## src/rtl/rf_pkg.sv

```systemverilog
package rf_pkg;
  localparam int LANE_W  = 8;
  localparam int WORD_W  = 2 * LANE_W;
  localparam int N_BANKS = 4;

  localparam logic [1:0] SZ_SINGLE = 2'b00;
  localparam logic [1:0] SZ_DOUBLE = 2'b01;

  // Strobes from the sequencer to the storage datapath
  typedef struct packed {
    logic seqOn;    // a multi-word access is in progress
    logic wrBlock;  // current cycle must not write
  } rfCtl_t;
endpackage

```

## src/rtl/rf_seq.sv

```systemverilog
module rf_seq
  import rf_pkg::*;
#(
  parameter int ADDR_W       = 4,
  parameter bit FIX_SRC_ZERO = 1'b0
) (
  input  logic              clk,
  input  logic              rstN,
  input  logic              startOp,
  input  logic [1:0]        opSize,
  input  logic [ADDR_W-1:0] srcAddr,
  input  logic [ADDR_W-1:0] dstAddr,
  output rfCtl_t            ctl,
  output logic [ADDR_W-1:0] srcSel,
  output logic [ADDR_W-1:0] dstSel,
  output logic              busy,
  output logic              done,
  output logic              err
);
  logic              busyR, errR;
  logic [1:0]        stepCnt, lastStep;
  logic [ADDR_W-1:0] srcBase, dstBase, srcIn;
  logic              wantQuad, startGo, misaligned;
  logic [1:0]        alignMask;

  assign srcIn      = FIX_SRC_ZERO ? '0 : srcAddr;
  assign wantQuad   = opSize[1];
  assign alignMask  = wantQuad ? 2'b11 : 2'b01;
  assign misaligned = ((srcIn[1:0] | dstAddr[1:0]) & alignMask) != 2'b00;
  assign startGo    = !busyR && startOp && (opSize != SZ_SINGLE);

  always_ff @(posedge clk or negedge rstN) begin
    if (!rstN) begin
      busyR    <= 1'b0;
      errR     <= 1'b0;
      stepCnt  <= '0;
      lastStep <= '0;
      srcBase  <= '0;
      dstBase  <= '0;
    end else begin
      errR <= startGo && misaligned;
      if (busyR) begin
        stepCnt <= stepCnt + 2'd1;
        if (stepCnt == lastStep) busyR <= 1'b0;
      end else if (startGo && !misaligned) begin
        busyR    <= 1'b1;
        stepCnt  <= '0;
        lastStep <= wantQuad ? 2'd3 : 2'd1;
        srcBase  <= srcIn;
        dstBase  <= dstAddr;
      end
    end
  end

  assign srcSel      = busyR ? srcBase + ADDR_W'(stepCnt) : srcIn;
  assign dstSel      = busyR ? dstBase + ADDR_W'(stepCnt) : dstAddr;
  assign done        = busyR && (stepCnt == lastStep);
  assign busy        = busyR;
  assign err         = errR;
  assign ctl.seqOn   = busyR;
  assign ctl.wrBlock = startGo;

  // consecutive addresses inside a sequence
  a_r5_consecutive: assert property (@(posedge clk) disable iff (!rstN)
    (busyR && stepCnt != 2'd0) |-> (dstSel == ADDR_W'($past(dstSel) + 1'b1)));
  // busy only ends after a done cycle
  a_r6_done_before_idle: assert property (@(posedge clk) disable iff (!rstN)
    $fell(busyR) |-> $past(done));
  // done is the last busy cycle
  a_r6_done_ends: assert property (@(posedge clk) disable iff (!rstN)
    done |=> !busyR);
  // an error never coincides with a running sequence
  a_r7_err_idle: assert property (@(posedge clk) disable iff (!rstN)
    errR |-> !busyR);
endmodule

```

## src/rtl/rf_store.sv

```systemverilog
module rf_store
  import rf_pkg::*;
#(
  parameter int BANK_DEPTH = 8,
  localparam int REG_COUNT = 2 * BANK_DEPTH,
  localparam int ADDR_W    = $clog2(REG_COUNT),
  localparam int ENT_W     = $clog2(BANK_DEPTH)
) (
  input  logic              clk,
  input  logic              rstN,
  input  rfCtl_t            ctl,
  input  logic              byteMode,
  input  logic              fillRep,
  input  logic [ADDR_W-1:0] srcSel,
  input  logic [ADDR_W-1:0] dstSel,
  input  logic              wrEn,
  input  logic [WORD_W-1:0] wrData,
  output logic [WORD_W-1:0] srcRd,
  output logic [WORD_W-1:0] dstRd
);
  // bank {half,0} = low lane, bank {half,1} = high lane
  logic [N_BANKS-1:0][BANK_DEPTH-1:0][LANE_W-1:0] mem;
  logic              byteEff, wrGo;
  logic [1:0]        dstLoBank, dstHiBank;
  logic [ENT_W-1:0]  dstEnt;
  logic [WORD_W-1:0] srcWord, dstWord;

  function automatic logic [WORD_W-1:0] fetchWord(
      input logic [N_BANKS-1:0][BANK_DEPTH-1:0][LANE_W-1:0] m,
      input logic [ADDR_W-1:0] a);
    return {m[{a[ADDR_W-1], 1'b1}][a[ENT_W-1:0]], m[{a[ADDR_W-1], 1'b0}][a[ENT_W-1:0]]};
  endfunction

  function automatic logic [WORD_W-1:0] shapeRead(
      input logic [WORD_W-1:0] w, input logic asByte, input logic rep);
    if (!asByte) return w;
    return {(rep ? w[LANE_W-1:0] : {LANE_W{1'b0}}), w[LANE_W-1:0]};
  endfunction

  assign byteEff   = byteMode && !ctl.seqOn;
  assign wrGo      = wrEn && !ctl.wrBlock;
  assign dstLoBank = {dstSel[ADDR_W-1], 1'b0};
  assign dstHiBank = {dstSel[ADDR_W-1], 1'b1};
  assign dstEnt    = dstSel[ENT_W-1:0];

  assign srcWord = fetchWord(mem, srcSel);
  assign dstWord = fetchWord(mem, dstSel);
  assign srcRd   = shapeRead(srcWord, byteEff, fillRep);
  assign dstRd   = shapeRead(dstWord, byteEff, fillRep);

  always_ff @(posedge clk or negedge rstN) begin
    if (!rstN) begin
      mem <= '0;
    end else if (wrGo) begin
      mem[dstLoBank][dstEnt] <= wrData[LANE_W-1:0];
      if (!byteEff) mem[dstHiBank][dstEnt] <= wrData[WORD_W-1:LANE_W];
    end
  end

  // a blocked start cycle leaves every byte untouched
  a_r8_blocked_no_write: assert property (@(posedge clk) disable iff (!rstN)
    ctl.wrBlock |=> $stable(mem));
  // a byte write keeps the high lane of its register
  a_r4_high_kept: assert property (@(posedge clk) disable iff (!rstN)
    (wrGo && byteEff) |=>
      (mem[$past(dstHiBank)][$past(dstEnt)] == $past(mem[dstHiBank][dstEnt])));
endmodule

```

## src/rtl/rf_dual_read.sv

```systemverilog
module rf_dual_read
  import rf_pkg::*;
#(
  parameter int BANK_DEPTH   = 8,
  parameter bit FIX_SRC_ZERO = 1'b0
) (
  input  logic                              clk,
  input  logic                              rstN,
  input  logic                              byteMode,
  input  logic                              fillRep,
  input  logic [$clog2(2*BANK_DEPTH)-1:0]   srcAddr,
  input  logic [$clog2(2*BANK_DEPTH)-1:0]   dstAddr,
  input  logic                              wrEn,
  input  logic [15:0]                       wrData,
  input  logic [1:0]                        opSize,
  input  logic                              startOp,
  output logic [15:0]                       srcRd,
  output logic [15:0]                       dstRd,
  output logic                              busy,
  output logic                              done,
  output logic                              err
);
  localparam int ADDR_W = $clog2(2 * BANK_DEPTH);

  rfCtl_t            ctl;
  logic [ADDR_W-1:0] srcSel, dstSel;

  rf_seq #(.ADDR_W(ADDR_W), .FIX_SRC_ZERO(FIX_SRC_ZERO)) u_seq (
    .clk(clk), .rstN(rstN), .startOp(startOp), .opSize(opSize),
    .srcAddr(srcAddr), .dstAddr(dstAddr), .ctl(ctl),
    .srcSel(srcSel), .dstSel(dstSel), .busy(busy), .done(done), .err(err)
  );

  rf_store #(.BANK_DEPTH(BANK_DEPTH)) u_store (
    .clk(clk), .rstN(rstN), .ctl(ctl), .byteMode(byteMode), .fillRep(fillRep),
    .srcSel(srcSel), .dstSel(dstSel), .wrEn(wrEn), .wrData(wrData),
    .srcRd(srcRd), .dstRd(dstRd)
  );
endmodule

```

## config.mk

```make
export PLATFORM = sky130hd
export DESIGN_NAME = rf_dual_read
export DESIGN_NICKNAME = d
export VERILOG_FILES = /design/src/rtl/rf_pkg.sv /design/src/rtl/rf_seq.sv /design/src/rtl/rf_store.sv /design/src/rtl/rf_dual_read.sv
export SDC_FILE = /design/constraint.sdc
export NUM_CORES = 1
export LEC_CHECK = 0
export BUFFER_PORTS_ARGS = -buffer_cell sky130_fd_sc_hd__buf_2
export CAP_MARGIN = 20
export CORE_UTILIZATION = 45
export CTS_CLUSTER_DIAMETER = 150
export CTS_CLUSTER_SIZE = 16
export DETAILED_ROUTE_END_ITERATION = 10
export SLEW_MARGIN = 15
export SYNTH_ARGS = -nofsm -noshare
export SYNTH_HDL_FRONTEND = slang
export SYNTH_SLANG_ARGS = --single-unit
```

## constraint.sdc

```tcl
create_clock -name clk -period 5.7 [get_ports clk]
set_input_delay 1.71 -clock clk [delete_from_list [all_inputs] [get_ports clk]]
set_output_delay 1.71 -clock clk [all_outputs]
set_load 0.05 [all_outputs]
```

==> results.toml <==
[sta]
skew_ns = 0.0177
min_period_over_period_pct = 99.4
setup_slack_ns = 0.0354
maxSlewHeadroom_pct = 35.1
maxSlewViolCount = 0
hold_viol = 0
fmax_mhz = 177
setup_viol = 0
rsz0062_at_grt = "yes"
tightest_slew_ns = 0.965
hold_ws_ns = 0.503
finalCriticalPeriod_ns = 5.66

[yosys]
synthCells = 1906
synth-edff-count = 0
async_flop_share_pct = 100
synth.ff_latch_count = 270
synth_cell_types = 72
syn-mean-instance-area_um2 = 10.4
yosysWarnings = 0
synth_area_um2 = 19800
syn_nets = 1944
synth_ff_type = "dfrtp_1"
ys_seq_area_share_pct = 34.2

[power]
ir_drop_uv = 595
total_power_uw = 13100
power_leakage_uw = 0.00958
p_per_area_nw_per_um2 = 574

[cells_and_area]
final_util_pct = 53.0
nNetsFinal = 2027
final_area_um2 = 22900
n_fill_cell = 3881
drive_above_1_share_pct = 31.7
area_delta_synth_final_pct = 15.8

[critical_path]
critical_path_required_ns = 3.99
cp-end-kind = "primary output"
path_depth = 12
critPathTopFamily = "compound AO/OA/AOI/OAI gates"
crit_path_max_incr_delay_ns = 0.49
cp-startpoint = "u_seq.stepCnt[1]"
cp-start-kind = "flop"
path_cells = "ha_1 > a21oi_1 > buf_4 > mux2i_4 > buf_6 > a21oi_1 > a221o_1 > a222oi_1 > a31oi_1 > buf_4 > a21oi_2 > buf_12"
reg2reg_from = "u_seq.busy"
cp_slowest_cell = "dfrtp_1"
rr_worst_depth = 8
criticalPathCategory = "reg -> out"
critPathArrivalTime_ns = 3.95
crit_buf_inv = 4
critPathMaxFanout = 20

[route]
drt_iter0_drc = 2467
wl_per_cell_um = 29.9
vias = 18324
final_antenna_net_count = 0
drt_wl_total_mm = 77.0
drc = 0
first_pass_iters = 6
viasPerCell = 7.11

[global_route]
busiest_layer = "met2"
grt_pass1_vias = 17296
grt_use_met2_pct = 51.2
gr-usage-all-layers_pct = 34.1
use_met3_pct = 6.10
grt_max_degree = 103
antenna_found_initial = 0
grt-ovfl-total = 0
grt_util_met1_pct = 48.3
grt_pass1_wl_mm = 114

[cts]
path_clk_slew_ns = 0.09
htreeDepth = 1
clockBufferDepth = 3
cts-root-buf = "clkbuf_16"
cts_tree = "built"
cts.sinks = 270
clock_latency_ns = 0.56
numCtsBuffers = 20

[place]
placed_area_um2 = 22000
gp_congestion = 0.917
pre_cts_slack_ns = -0.0252
port_buffers = 66
dpl.hpwl_mm = 49.2

[flow_run]
maxCapViolCount = 0

[die]
initial_core_util_pct = 45.8
row_count = 76
core_um2 = 43200
dieWidth_um = 212
die_h_um = 212
num_io_pins = 67
die_area_um2 = 44800

[run_status]
status = "completed"

[worst_hold_path]
hold_path_depth = 1
hp-class = "reg -> reg"
hp-start = "u_seq.srcBase[0]"
-- final timing paths --
path,end,slack (ns)
worst min-delay path,u_seq.srcBase[0],0.50
worst max register to register,u_store.mem[78],1.75
max in group asynchronous,u_store.mem[248],3.40
worst max-delay path,dstRd[12],0.04
min in group asynchronous,u_seq.srcBase[3],1.18
worst min register to register,u_seq.srcBase[0],0.50
-- layout by cell type, fill, tap and decap left out, drive strengths merged, types with 14 or more instances in the layout --
master / Yosys / final
o21ai: 56 / 56
nor2: 45 / 45
buf: 97 / 232
o22ai: 204 / 204
a21oi: 45 / 45
nand2: 80 / 80
nand3: 24 / 24
nor3: 15 / 15
nand2b: 15 / 15
dfrtp: 270 / 270
clkbuf: 76 / 27
a211oi: 22 / 22
mux2: 274 / 274
a221o: 21 / 21
o221ai: 14 / 14
a22oi: 30 / 30
a221oi: 97 / 97
inv: 16 / 16
mux2i: 368 / 368
-- cell families (layout without fill, tap and decap cells) --
group | after synthesis | in the layout | synth area share, %
adders and majority gates | 6 | 6 | 0.456
other | 0 | 1 | 0
DFF | 270 | 270 | 34.2
xor gates and xnor gates | 6 | 6 | 0.266
AOI/OAI and AO/OA | 566 | 566 | 20.4
and+or+nand+nor | 225 | 225 | 6.06
muxes | 644 | 644 | 34.5
buffers and inverters | 189 | 275 | 4.15
-- metal layers --
layer / vias up / wire [um]
met1: 9328 / 32200
met3: 173 / 7610
met2: 1080 / 33900
li1: 7743 / -
met4: 0 / 3250
met5: - / 0
-- cell usage after synthesis, drive strengths merged, types with 3 or more instances --
cell type,n,area [um^2]
and2,6,37.5
clkbuf,76,285
o22ai,204,1280
nor3b,5,37.5
buf,97,475
nand2b,15,93.8
xnor2,4,35.0
a31oi,6,37.5
o21a,4,30.0
nor3,15,106
a221o,21,210
o221ai,14,123
or4,4,30.0
o32a,6,60.1
a211oi,22,165
o22a,6,52.6
ha,4,50.1
o21ai,56,280
inv,16,60.1
nor2b,5,31.3
a22oi,30,225
nand4,4,31.3
mux2i,368,3690
dfrtp,270,6760
o2bb2ai,13,114
a22o,4,35.0
nor2,45,206
or2,3,18.8
o31a,3,26.3
a21oi,45,225
a311oi,8,70.1
nor4,11,93.8
a221oi,97,850
nand2,80,325
mux2,274,3090
a2111oi,6,52.6
nand3,24,125
a211o,3,26.3
-- report_power, final --
part	total (uW)	internal, uW	switching [uW]
Combinational	7650	3400	4250
Clock	1430	674	752
Sequential	4060	2780	1280
Total	13100	6860	6280
-- per-stage QoR --
step	setup TNS, ns	cells
4_1_cts	0	2566
5_1_grt	-0.000132	2577
3_3_place_gp	-0.0257	2534
2_1_floorplan	-0.206	1906
3_5_place_dp	-0.0517	2535
6_report	0	2578
-- sequential cells by signal, summed over array words and instances (netlist names) --
name            count
u_store.mem       256
u_seq.err           1
u_seq.srcBase       4
u_seq.stepCnt       2
u_seq.busy          1
u_seq.dstBase       4
u_seq.lastStep      2
-- final cells by class --
type / count / area (um^2) / area share [%]
multi-input cells: 1447 / 12600 / 55.1
flip-flops and latches: 270 / 6770 / 29.6
inverters: 16 / 60.1 / 0.262
repair buffers: 234 / 2170 / 9.48
diodes: 1 / 2.50 / 0.0109
clock buffers: 25 / 551 / 2.41
well taps: 585 / 732 / 3.20
-- repair_timing --
action                                  4_1_cts  5_1_grt
buffers inserted                              6       11
hold buffers                                  0        0
resized for setup                            10       28
endpoints found under the setup margin       22       21
pin swaps                                     1        2
cloned                                        0        0
No activity file was read; power rests on OpenSTA's default activity.
